===== config.mk =====
export PLATFORM = sky130hd
export DESIGN_NAME = gray_ring_counter
export DESIGN_NICKNAME = d
export VERILOG_FILES = /design/src/rtl/gcnt_pkg.sv /design/src/rtl/gcnt_step.sv /design/src/rtl/gcnt_b2g.sv /design/src/rtl/gray_ring_counter.sv
export SDC_FILE = /design/constraint.sdc
export NUM_CORES = 1
export LEC_CHECK = 0
export ABC_AREA = 1
export ABC_CLOCK_PERIOD_IN_PS = 4700
export BUFFER_PORTS_ARGS = -buffer_cell sky130_fd_sc_hd__clkbuf_2
export CAP_MARGIN = 25
export CELL_PAD_IN_SITES_DETAIL_PLACEMENT = 1
export CELL_PAD_IN_SITES_GLOBAL_PLACEMENT = 1
export CORE_MARGIN = 3
export CORE_UTILIZATION = 42
export CTS_CLUSTER_DIAMETER = 40
export DETAILED_ROUTE_END_ITERATION = 10
export PLACE_DENSITY = 0.86
export SYNTH_ARGS = -nofsm -noshare
export SYNTH_HDL_FRONTEND = slang
export SYNTH_SLANG_ARGS = --single-unit

===== constraint.sdc =====
create_clock -name clk -period 4.7 [get_ports clk]
set_clock_uncertainty 0.1 [all_clocks]
set_input_delay 0.47 -clock clk [delete_from_list [all_inputs] [get_ports clk]]
set_output_delay 0.47 -clock clk [all_outputs]
set_load 0.01 [all_outputs]

===== src/rtl/gcnt_pkg.sv =====
package gcnt_pkg;

    // Pointer width: smallest W with 2^W >= m
    function automatic int unsigned ptr_width(input int unsigned m);
        return (m < 2) ? 1 : $clog2(m);
    endfunction

    // First code of the centred window
    function automatic int unsigned range_first(input int unsigned m);
        return (32'd1 << (ptr_width(m) - 1)) - (m / 2);
    endfunction

    // Last code of the centred window
    function automatic int unsigned range_last(input int unsigned m);
        return range_first(m) + m - 1;
    endfunction

    // One ring step inside the window
    function automatic int unsigned ring_step(input int unsigned x, input int unsigned m);
        return (x == range_last(m)) ? range_first(m) : x + 1;
    endfunction

    // Reflected binary code of a 32-bit value
    function automatic int unsigned gray32(input int unsigned x);
        return x ^ (x >> 1);
    endfunction

endpackage


===== src/rtl/gcnt_step.sv =====
// Advances a binary code by one inside [FIRST, LAST], wrapping to FIRST
module gcnt_step #(
    parameter int unsigned W     = 10,
    parameter logic [W-1:0] FIRST = '0,
    parameter logic [W-1:0] LAST  = '1
) (
    input  logic [W-1:0] val_i,
    output logic [W-1:0] step_o
);
    logic at_end;

    always_comb begin
        at_end = (val_i == LAST);
        step_o = at_end ? FIRST : val_i + W'(1);
    end
endmodule


===== src/rtl/gcnt_b2g.sv =====
// Binary to reflected Gray conversion, one XOR per bit
module gcnt_b2g #(
    parameter int unsigned W = 10
) (
    input  logic [W-1:0] bin_i,
    output logic [W-1:0] gray_o
);
    genvar i;
    generate
        for (i = 0; i < W - 1; i++) begin : g_bit
            assign gray_o[i] = bin_i[i] ^ bin_i[i+1];
        end
    endgenerate
    assign gray_o[W-1] = bin_i[W-1];
endmodule


===== src/rtl/gray_ring_counter.sv =====
module gray_ring_counter
    import gcnt_pkg::*;
#(
    parameter int unsigned MODULUS = 688,
    localparam int unsigned W = ptr_width(MODULUS)
) (
    input  logic         clk,
    input  logic         rst_n,
    input  logic         adv_i,
    output logic [W-1:0] cur_bin_o,
    output logic [W-1:0] cur_gray_o,
    output logic [W-1:0] nxt_bin_o,
    output logic [W-1:0] nxt_gray_o,
    output logic [W-1:0] nxt2_bin_o,
    output logic [W-1:0] nxt2_gray_o
);
    // Window limits and reset image of the three-stage pipeline
    localparam int unsigned FIRST_I = range_first(MODULUS);
    localparam int unsigned LAST_I  = range_last(MODULUS);
    localparam int unsigned RST1_I  = ring_step(FIRST_I, MODULUS);
    localparam int unsigned RST2_I  = ring_step(RST1_I, MODULUS);

    localparam logic [W-1:0] FIRST  = W'(FIRST_I);
    localparam logic [W-1:0] LAST   = W'(LAST_I);
    localparam logic [W-1:0] RST0_B = W'(FIRST_I);
    localparam logic [W-1:0] RST1_B = W'(RST1_I);
    localparam logic [W-1:0] RST2_B = W'(RST2_I);
    localparam logic [W-1:0] RST0_G = W'(gray32(FIRST_I));
    localparam logic [W-1:0] RST1_G = W'(gray32(RST1_I));
    localparam logic [W-1:0] RST2_G = W'(gray32(RST2_I));

    // Elaboration guard: the single-bit wrap needs an even modulus that fits
    generate
        if ((MODULUS % 2) != 0 || MODULUS < 2 || MODULUS > (32'd1 << W)) begin : g_bad_modulus
            $error("gray_ring_counter: MODULUS must be even, >= 2 and <= 2^W");
        end
    endgenerate

    typedef struct packed {
        logic [W-1:0] cur_bin;
        logic [W-1:0] nxt_bin;
        logic [W-1:0] nxt2_bin;
        logic [W-1:0] cur_gray;
        logic [W-1:0] nxt_gray;
        logic [W-1:0] nxt2_gray;
    } ptr_state_t;

    localparam ptr_state_t RST_STATE = '{
        cur_bin:   RST0_B,
        nxt_bin:   RST1_B,
        nxt2_bin:  RST2_B,
        cur_gray:  RST0_G,
        nxt_gray:  RST1_G,
        nxt2_gray: RST2_G
    };

    ptr_state_t st_d, st_q;
    logic [W-1:0] far_bin_d;
    logic [W-1:0] far_gray_d;

    // Only the two-ahead value is stepped and wrapped
    gcnt_step #(
        .W     (W),
        .FIRST (FIRST),
        .LAST  (LAST)
    ) i_far_step (
        .val_i  (st_q.nxt2_bin),
        .step_o (far_bin_d)
    );

    gcnt_b2g #(
        .W (W)
    ) i_far_gray (
        .bin_i  (far_bin_d),
        .gray_o (far_gray_d)
    );

    always_comb begin
        st_d = st_q;
        if (adv_i) begin
            st_d.cur_bin   = st_q.nxt_bin;
            st_d.nxt_bin   = st_q.nxt2_bin;
            st_d.nxt2_bin  = far_bin_d;
            st_d.cur_gray  = st_q.nxt_gray;
            st_d.nxt_gray  = st_q.nxt2_gray;
            st_d.nxt2_gray = far_gray_d;
        end
    end

    always_ff @(posedge clk or negedge rst_n) begin
        if (!rst_n) begin
            st_q <= RST_STATE;
        end else begin
            st_q <= st_d;
        end
    end

    assign cur_bin_o   = st_q.cur_bin;
    assign nxt_bin_o   = st_q.nxt_bin;
    assign nxt2_bin_o  = st_q.nxt2_bin;
    assign cur_gray_o  = st_q.cur_gray;
    assign nxt_gray_o  = st_q.nxt_gray;
    assign nxt2_gray_o = st_q.nxt2_gray;

endmodule


# Yosys cells after proc, flatten, opt, wreduce, memory -nomap -nowiden
# Index checks and enable logic that the tools add are counted.
# Widths: inputs -> output; s select.
# totals
in_bits,3
mem_bits_rw,0
rom_bits,0
output_inout_bits,60
register_bits,60
latch_bits,0
wordCells,18
n_memories,0
# op_classes
mux,1
n_div,0
n_reduce_logical,0
order_cmp,0
n_eq_ne,1
bitwise_logic,9
n_addsub,1
multipliers,0
n_shift,0
# op_table
operator,n
$add 10x1->10 const B,1
$eq 10x10->1 const B,1
$mux 10,1
$xor 1x1->1,9

# Longest topological paths before layout
# Gate-level depths: netlist (run 1).
# depth
word_depth,3
ltp_mapped,10
ltp_nobuf,10

# Modules after synthesis
# From an unflattened synthesis (run 1), not the netlist that was laid out.
# unflattened
cells_unflattened,349
area_unflattened_um2,2767.7
# by_module_without_submodules
module,area_each_um2,instances,cells_per_inst,seq_area_each_um2
gray_ring_counter,2349.8,1,254,1541.5
gcnt_step,271.5,1,57,0.0
gcnt_b2g,146.4,1,38,0.0

# Worst setup path before layout (run 1)
# No wires, ideal clock.
# synth_path
path_kind,reg-to-reg
from,register st_q (netlist bit nxt2_bin_o[1])
to,register st_q (netlist bit nxt2_gray_o[8])
setup_time_ns,0.121
stages_incl_launch_ff,10
synth_period_minus_slack_ns,1.672
required_time_ns,4.479
path_buffers,1
arrival_time_ns,1.452
path_slack_ns,3.028
cell_sequence,dfstp_2 -> ha_1 -> nand2_2 -> nor2_2 -> nand3_4 -> buf_6 -> nand2_1 -> nor2_1 -> nand3_2 -> nand3_2
# synth_via
elab_chain_cells,3
elab_cells_between_ends,4
classes_between,add/sub: 1; eq/ne: 1; mux: 1; bitwise: 1
# synth_rtl
element,line_no,source
start: declaration,gray_ring_counter.sv:57,"ptr_state_t st_d, st_q;"
start signal: assignment,gray_ring_counter.sv:94,st_q <= st_d;
$add 10x1->10 / $eq 10x10->1 (equally long branches),"gcnt_step.sv:14, gcnt_step.sv:13",
$mux 10 *,gcnt_step.sv:14,step_o = at_end ? FIRST : val_i + W'(1);
$xor 1x1->1 *,gcnt_b2g.sv:11,assign gray_o[i] = bin_i[i] ^ bin_i[i+1];
# Every way passes the cells marked *; elsewhere a longest branch is shown, timed or not.
# A chain may end at the register's enable or synchronous reset.

# Final worst setup path (run 1)
# layout_path
from,register st_q (netlist bit nxt2_bin_o[1])
to,register st_q (netlist bit nxt2_bin_o[8])
# layout_via
elab_chain_cells,2
elab_cells_between_ends,3
classes_between,add/sub: 1; eq/ne: 1; mux: 1
# layout_rtl
element,line_no
$add 10x1->10 / $eq 10x10->1 (equally long branches),"gcnt_step.sv:14, gcnt_step.sv:13"
$mux 10 *,gcnt_step.sv:14
# Marks and branches as above.

==> run_summary.xml, run 1 <==
<?xml version="1.0" encoding="UTF-8"?>
<metrics>
  <group name="status">
    <metric name="outcome" unit="">finished clean</metric>
  </group>
  <group name="die">
    <metric name="die-height" unit="um">85.7</metric>
    <metric name="core-area" unit="sq um">6030</metric>
    <metric name="fp.dieW" unit="um">85.7</metric>
    <metric name="floorplan.initialDensity" unit="%">44.3</metric>
    <metric name="fp.dieArea" unit="sq um">7350</metric>
    <metric name="placementRows" unit="">28</metric>
    <metric name="num_io_pins" unit="">63</metric>
  </group>
  <group name="synth">
    <metric name="yosys_warnings" unit="">0</metric>
    <metric name="synth_top_area_cell" unit="">sky130_fd_sc_hd__dfstp_2</metric>
    <metric name="syn_inst" unit="">318</metric>
    <metric name="yosysTopAreaCellShare" unit="%">31.5</metric>
    <metric name="synthTopCellsByArea" unit="">sky130_fd_sc_hd__dfstp_2, sky130_fd_sc_hd__dfrtp_1, sky130_fd_sc_hd__nand2_1</metric>
    <metric name="synth.cell_area" unit="sq um">2670</metric>
    <metric name="synth.net_count" unit="">322</metric>
    <metric name="synth.lib_cells_used.distinct" unit="">26</metric>
    <metric name="synth.yosys.seq_area_share" unit="%">54.9</metric>
    <metric name="synthesized_area_divided_by_synthesized_cell_count" unit="sq um">8.39</metric>
    <metric name="count_of_state_elements_after_synthesis" unit="">57</metric>
  </group>
  <group name="cts">
    <metric name="tritoncts_num_sinks" unit="">57</metric>
    <metric name="cts_hold_buffers_added" unit="">0</metric>
    <metric name="clk_pin_slew_worst_paths" unit="ps">70</metric>
    <metric name="clk_root_buffer_cell" unit="">sky130_fd_sc_hd__clkbuf_8</metric>
    <metric name="cts_resized" unit="">0</metric>
    <metric name="post_cts_setup_buffer_count" unit="">0</metric>
    <metric name="cts_buffer_depth" unit="">2</metric>
    <metric name="clock_latency" unit="ps">320</metric>
    <metric name="clock_tree.htree_level_count" unit="">3</metric>
    <metric name="tritoncts" unit="">done</metric>
    <metric name="cts_inserted_buffers" unit="">9</metric>
  </group>
  <group name="placed_design">
    <metric name="post-place-ws" unit="ps">2610</metric>
    <metric name="portBuffers" unit="">62</metric>
    <metric name="dp_hpwl" unit="um">4960</metric>
    <metric name="gp_congestion" unit="">0.860</metric>
  </group>
  <group name="global_route">
    <metric name="global_route.overflow_total" unit="">0</metric>
    <metric name="initial_antenna_violation_count" unit="">0</metric>
    <metric name="grt.total_usage" unit="%">19.9</metric>
    <metric name="grt_max_degree" unit="">61</metric>
    <metric name="grt_pass1_wl" unit="um">11600</metric>
    <metric name="grt_pass1_vias" unit="">2410</metric>
  </group>
  <group name="finish">
    <metric name="layout_common_cells" unit="">sky130_fd_sc_hd__nand2_1, sky130_fd_sc_hd__clkbuf_2, sky130_fd_sc_hd__o21ai_0</metric>
    <metric name="final_common_cell" unit="">sky130_fd_sc_hd__nand2_1</metric>
    <metric name="areaGrowthSynthToFinish" unit="%">20.5</metric>
    <metric name="layout.nets" unit="">381</metric>
    <metric name="diodes" unit="">0</metric>
    <metric name="num-fill-cells" unit="">778</metric>
    <metric name="final_layout_size_suffix_gt1_share" unit="%">33.8</metric>
  </group>
  <group name="worst_setup_path">
    <metric name="reg2reg_launch_point" unit="">nxt2_bin_o[1]</metric>
    <metric name="cp.arrival" unit="ps">2060</metric>
    <metric name="crit_type" unit="">flip-flop to flip-flop</metric>
    <metric name="worst_ep_required_time" unit="ps">4790</metric>
    <metric name="worstSetupEndpointType" unit="">flip-flop</metric>
    <metric name="setup.worst_path.start" unit="">nxt2_bin_o[1]</metric>
    <metric name="crit_fanout" unit="">15</metric>
    <metric name="setup.worst_path.start_class" unit="">flip-flop</metric>
  </group>
  <group name="timing">
    <metric name="sum_of_negative_setup_slack" unit="ps">0</metric>
    <metric name="worstMarginPinSlew" unit="ps">823</metric>
    <metric name="final.setup.worst_slack" unit="ps">2740</metric>
    <metric name="relSlewSlack" unit="%">45.1</metric>
    <metric name="drv_slew" unit="">0</metric>
    <metric name="timing_hold_violations_final" unit="">0</metric>
    <metric name="grt_setup_unrepaired" unit="">no</metric>
    <metric name="post-route-min-period" unit="ps">1960</metric>
    <metric name="max_freq" unit="MHz">509</metric>
    <metric name="report.final.setup_viol" unit="">0</metric>
    <metric name="timing.final.crit_share" unit="%">41.8</metric>
  </group>
  <group name="detailed_routing">
    <metric name="number_of_vias_after_detailed_routing" unit="">2312</metric>
    <metric name="dr.pass1.iters" unit="">4</metric>
    <metric name="avg_wl_per_cell" unit="um">15.1</metric>
    <metric name="totalWireLength" unit="um">6910</metric>
    <metric name="drtAntennaViolNets" unit="">0</metric>
    <metric name="drt_first_iter_violations" unit="">98</metric>
    <metric name="via_cell_ratio" unit="">5.06</metric>
    <metric name="post-route-drc-count" unit="">0</metric>
  </group>
  <group name="run">
    <metric name="cap_viol_max_count" unit="">0</metric>
  </group>
  <group name="power">
    <metric name="total_leakage_power" unit="nW">1.61</metric>
    <metric name="vdd_ir_drop_max" unit="mV">0.250</metric>
    <metric name="pwr_density_cell" unit="nW/um^2">579</metric>
  </group>
  <group name="worst_hold_path">
    <metric name="hold_path.class" unit="">input pin to asynchronous set/reset pin</metric>
  </group>
</metrics>
## final timing paths
check / cells after the start / slack (ps) / to
setup / recovery: 7 / 2740 / nxt2_bin_o[8]
hold / removal: 2 / 180 / nxt_gray_o[1]
setup reg to reg: 7 / 2740 / nxt2_bin_o[8]
hold reg to reg: 2 / 360 / cur_bin_o[5]
max in group asynchronous: 2 / 3850 / nxt2_bin_o[0]
min in group clk: 2 / 360 / cur_bin_o[5]
## final cells by class
type                            instances  area, sq um  share of cell area, %
Clock buffer                           13          149                   4.63
Clock inverter                          3         65.1                   2.02
Inverter                               33          124                   3.85
Multi-Input combinational cell        212          993                   30.9
Sequential cell                        57         1470                   45.6
Tap cell                               75         93.8                   2.92
Timing Repair Buffer                   64          325                   10.1
## registers in the layout (all words and copies together), names as in the netlist
| name | flops |
|---|---|
| nxt_bin_o | 10 |
| nxt_gray_o | 9 |
| nxt2_gray_o | 10 |
| cur_bin_o | 10 |
| cur_gray_o | 9 |
| nxt2_bin_o | 9 |
## kinds of logic (layout without fill, tap and decap cells)
| logic type | after synthesis | count (layout) | synth area share (%) |
|---|---|---|---|
| buffers and inverters | 49 | 113 | 7.83 |
| AOI/OAI and AO/OA | 47 | 47 | 9.00 |
| and+or+nand+nor | 163 | 163 | 27.4 |
| xor gates and xnor gates | 1 | 1 | 0.328 |
| adders and majority gates | 1 | 1 | 0.469 |
| DFF | 57 | 57 | 54.9 |
## critical path: stages (launching register included)
cell and delay (ps):
sky130_fd_sc_hd__dfstp_2 590, sky130_fd_sc_hd__ha_1 250, sky130_fd_sc_hd__nand2_2 110, sky130_fd_sc_hd__nor2_2 160, sky130_fd_sc_hd__nand3_4 210, sky130_fd_sc_hd__nand3_2 200, sky130_fd_sc_hd__nor2_2 50, sky130_fd_sc_hd__o21bai_1 180
## synth_stat cells
master                       n
sky130_fd_sc_hd__nand3_4     1
sky130_fd_sc_hd__o211ai_1    1
sky130_fd_sc_hd__buf_1       3
sky130_fd_sc_hd__xor2_1      1
sky130_fd_sc_hd__o21bai_1    1
sky130_fd_sc_hd__nor2_2      6
sky130_fd_sc_hd__nor2_1     10
sky130_fd_sc_hd__ha_1        1
sky130_fd_sc_hd__inv_1      31
sky130_fd_sc_hd__dfstp_2    32
sky130_fd_sc_hd__dfrtp_1    25
sky130_fd_sc_hd__a21oi_1     1
sky130_fd_sc_hd__nand3_1    20
sky130_fd_sc_hd__clkbuf_1    4
sky130_fd_sc_hd__nand2_2     4
sky130_fd_sc_hd__nand2_1   110
sky130_fd_sc_hd__buf_2       5
sky130_fd_sc_hd__buf_6       1
sky130_fd_sc_hd__nand4_1     4
sky130_fd_sc_hd__o21ai_1     1
sky130_fd_sc_hd__nor2_4      1
sky130_fd_sc_hd__nand3_2     6
sky130_fd_sc_hd__inv_2       2
sky130_fd_sc_hd__nor3_1      1
sky130_fd_sc_hd__o21ai_0    43
sky130_fd_sc_hd__buf_4       3
## power by group
group	leakage, nW	internal (mW)	switching (mW)	total (mW)
registers	0.656	0.696	0.134	0.830
clock network	0.108	0.313	0.188	0.501
logic	0.847	0.194	0.337	0.531
total	1.61	1.20	0.659	1.86
## stage by stage
| stage | instance area, sq um | instances | total power [mW] | hold slack (ps) | util, % |
|---|---|---|---|---|---|
| final | 3220 | 457 | 1.86 | 175 | 53.4 |
| after global routing | 3220 | 457 | 1.99 | 214 | 53.4 |
| after CTS | 3220 | 457 | 1.89 | 191 | 53.4 |
| after detailed placement | 3000 | 441 | 1.38 | 355 | 49.8 |
| after global placement | 3000 | 441 | 1.34 | 351 | 49.8 |
| after floorplan | 2670 | 318 | 1.12 | 74.4 | - |
## routing by layer
layer | wire [um] | track usage (%)
met3 | 301 | 5.57
met2 | 3470 | 35.1
met5 | 0 | 0
met1 | 3070 | 24.0
met4 | 72 | 4.60
Power figures use the tool's default switching activity.
==> run 2, diff against run 1 <==
--- a/config.mk
+++ b/config.mk
@@ -6,16 +6,16 @@
 export NUM_CORES = 1
 export LEC_CHECK = 0
 export ABC_AREA = 1
-export ABC_CLOCK_PERIOD_IN_PS = 4700
+export ABC_CLOCK_PERIOD_IN_PS = 1900
 export BUFFER_PORTS_ARGS = -buffer_cell sky130_fd_sc_hd__clkbuf_2
 export CAP_MARGIN = 25
 export CELL_PAD_IN_SITES_DETAIL_PLACEMENT = 1
 export CELL_PAD_IN_SITES_GLOBAL_PLACEMENT = 1
 export CORE_MARGIN = 3
-export CORE_UTILIZATION = 42
+export CORE_UTILIZATION = 39
 export CTS_CLUSTER_DIAMETER = 40
 export DETAILED_ROUTE_END_ITERATION = 10
-export PLACE_DENSITY = 0.86
+export PLACE_DENSITY = 0.81
 export SYNTH_ARGS = -nofsm -noshare
 export SYNTH_HDL_FRONTEND = slang
 export SYNTH_SLANG_ARGS = --single-unit
==> constraint.sdc (replaced) <==
create_clock -name clk -period 1.9 [get_ports clk]
set_clock_uncertainty 0.1 [all_clocks]
set_input_delay 0.19 -clock clk [delete_from_list [all_inputs] [get_ports clk]]
set_output_delay 0.19 -clock clk [all_outputs]
set_load 0.01 [all_outputs]
==> run_summary.xml, run 2 (synthesized netlist as in run 1, its figures left out) <==
<?xml version="1.0" encoding="UTF-8"?>
<metrics>
  <group name="power">
    <metric name="total_leakage_power" unit="nW">1.64</metric>
    <metric name="report.power.total" unit="mW">4.38</metric>
    <metric name="pwr_density_cell" unit="nW/um^2">1330</metric>
    <metric name="power_frac_comb" unit="%">30.8</metric>
    <metric name="power.share.clock" unit="%">22.9</metric>
    <metric name="internal_power" unit="mW">2.73</metric>
    <metric name="netSwitchingPower" unit="mW">1.65</metric>
    <metric name="vdd_ir_drop_max" unit="mV">0.540</metric>
    <metric name="power.switching_fraction" unit="%">37.6</metric>
    <metric name="seq_power_share" unit="%">46.3</metric>
  </group>
  <group name="finish">
    <metric name="areaGrowthSynthToFinish" unit="%">23.1</metric>
    <metric name="final_layout_size_suffix_gt1_share" unit="%">35.6</metric>
    <metric name="num-fill-cells" unit="">827</metric>
    <metric name="diodes" unit="">0</metric>
    <metric name="final_common_cell" unit="">sky130_fd_sc_hd__nand2_1</metric>
    <metric name="layout.nets" unit="">392</metric>
    <metric name="layout_common_cells" unit="">sky130_fd_sc_hd__nand2_1, sky130_fd_sc_hd__clkbuf_2, sky130_fd_sc_hd__o21ai_0</metric>
    <metric name="design_area" unit="sq um">3280</metric>
  </group>
  <group name="cts">
    <metric name="cts_inserted_buffers" unit="">9</metric>
    <metric name="tritoncts" unit="">done</metric>
    <metric name="cts_buffer_depth" unit="">2</metric>
    <metric name="clk_pin_slew_worst_paths" unit="ps">70</metric>
    <metric name="clk_root_buffer_cell" unit="">sky130_fd_sc_hd__clkbuf_8</metric>
    <metric name="tritoncts_num_sinks" unit="">57</metric>
    <metric name="clock_latency" unit="ps">350</metric>
    <metric name="clock_tree.htree_level_count" unit="">3</metric>
  </group>
  <group name="global_route">
    <metric name="initial_antenna_violation_count" unit="">0</metric>
    <metric name="grt.total_usage" unit="%">19.8</metric>
    <metric name="global_route.overflow_total" unit="">0</metric>
    <metric name="grt_pass1_vias" unit="">2397</metric>
    <metric name="grt_max_degree" unit="">58</metric>
    <metric name="grt_pass1_wl" unit="um">11800</metric>
  </group>
  <group name="worst_setup_path">
    <metric name="crit_type" unit="">flip-flop to flip-flop</metric>
    <metric name="worst_r2r_path_depth" unit="">8</metric>
    <metric name="critical-path-slowest-cell" unit="">sky130_fd_sc_hd__dfstp_2</metric>
    <metric name="worstPathCellList" unit="">ha_2 &gt; nand2_2 &gt; nor2_2 &gt; nand3_4 &gt; buf_4 &gt; nand2_2 &gt; nand3_1 &gt; nand3_1</metric>
    <metric name="setup.worst_path.start_class" unit="">flip-flop</metric>
    <metric name="cp.arrival" unit="ps">1990</metric>
    <metric name="worst_ep_required_time" unit="ps">2080</metric>
    <metric name="worstSetupEndpointType" unit="">flip-flop</metric>
    <metric name="critical_path_buf_inv_count" unit="">1</metric>
    <metric name="critical-path-top-delay-family" unit="">simple AND/OR/NAND/NOR gates</metric>
    <metric name="timing.critical_path.depth" unit="">8</metric>
    <metric name="cpPeakStageDelay" unit="ps">570</metric>
    <metric name="crit_fanout" unit="">12</metric>
  </group>
  <group name="placed_design">
    <metric name="dp_hpwl" unit="um">5050</metric>
    <metric name="portBuffers" unit="">62</metric>
    <metric name="placement.cell_area" unit="sq um">3060</metric>
    <metric name="gp_congestion" unit="">0.833</metric>
    <metric name="post-place-ws" unit="ps">44.0</metric>
  </group>
  <group name="timing">
    <metric name="worstMarginPinSlew" unit="ps">374</metric>
    <metric name="fin_hold_ws" unit="ps">125</metric>
    <metric name="relSlewSlack" unit="%">75.0</metric>
    <metric name="timing_hold_violations_final" unit="">0</metric>
    <metric name="report.final.setup_viol" unit="">0</metric>
    <metric name="grt_setup_unrepaired" unit="">yes</metric>
    <metric name="final.setup.worst_slack" unit="ps">93.4</metric>
    <metric name="post-route-min-period" unit="ps">1810</metric>
    <metric name="timing.final.crit_share" unit="%">95.1</metric>
    <metric name="max_freq" unit="MHz">554</metric>
    <metric name="drv_slew" unit="">0</metric>
    <metric name="sum_of_negative_setup_slack" unit="ps">0</metric>
  </group>
  <group name="detailed_routing">
    <metric name="post-route-drc-count" unit="">0</metric>
    <metric name="dr.pass1.iters" unit="">4</metric>
    <metric name="drtAntennaViolNets" unit="">0</metric>
    <metric name="avg_wl_per_cell" unit="um">15.0</metric>
    <metric name="totalWireLength" unit="um">7060</metric>
    <metric name="drt_first_iter_violations" unit="">81</metric>
    <metric name="via_cell_ratio" unit="">4.92</metric>
    <metric name="number_of_vias_after_detailed_routing" unit="">2312</metric>
  </group>
  <group name="status">
    <metric name="outcome" unit="">finished clean</metric>
  </group>
  <group name="die">
    <metric name="placementRows" unit="">29</metric>
    <metric name="die-height" unit="um">88.7</metric>
    <metric name="floorplan.initialDensity" unit="%">41.1</metric>
    <metric name="fp.dieArea" unit="sq um">7870</metric>
    <metric name="fp.dieW" unit="um">88.7</metric>
    <metric name="num_io_pins" unit="">63</metric>
    <metric name="core-area" unit="sq um">6490</metric>
  </group>
  <group name="worst_hold_path">
    <metric name="hold_depth" unit="">4</metric>
    <metric name="hold_path.class" unit="">input pin to flip-flop</metric>
  </group>
  <group name="run">
    <metric name="cap_viol_max_count" unit="">0</metric>
  </group>
</metrics>
run 2: cell type report:
class	instances	area, sq um	share of cell area [%]
repair buffers	75	435	13.3
clock buffers	13	149	4.53
well taps	77	96.3	2.93
flip-flops and latches	57	1470	44.6
clock inverters	3	17.5	0.533
multi-input cells	212	996	30.3
inverters	33	124	3.77
run 2: final timing paths:
path / slack, ps / start / end
min reg2reg: 360 / cur_bin_o[3] / cur_bin_o[3]
max in group asynchronous: 1090 / rst_n / nxt_bin_o[0]
min in group asynchronous: 300 / rst_n / nxt2_bin_o[4]
max: 90 / nxt2_bin_o[1] / nxt2_gray_o[2]
min: 130 / adv_i / nxt2_gray_o[7]
max reg2reg: 90 / nxt2_bin_o[1] / nxt2_gray_o[2]
run 2: power groups by stage:
stage | combinational [mW] | clock [mW] | sequential [mW]
after CTS | 1.38 | 1.03 | 2.04
after global placement | 1.31 | 0 | 2.03
after detailed placement | 1.36 | 0 | 2.06
final | 1.35 | 1.00 | 2.03
after floorplan | 0.600 | 0 | 2.17
after global routing | 1.54 | 1.08 | 2.09
run 2: tightest hold or removal path: cells and delay by family:
kind	cells	cell delay [ps]
buffers and inverters	2	230
and+or+nand+nor	2	140
run 2: stage by stage:
step           utilization (%)  instances
3_5_place_dp              47.1        447
3_3_place_gp              47.1        447
4_1_cts                   49.8        464
6_report                  50.6        470
5_1_grt                   50.6        470
2_1_floorplan                -        318
run 2: timing repair:
item,in CTS,in global routing
endpoints found under the hold margin,25,0
endpoints found under the setup margin,0,7
buffers inserted,0,6
resized for setup,0,1
hold buffers,1,0
run 2: routing by layer:
metal	up-vias	global-route usage (%)	wire length, um
li1	1137	-	-
met1	1119	24.1	3120
met2	50	34.3	3570
met3	6	4.93	303
met4	0	6.18	59
met5	-	0	0
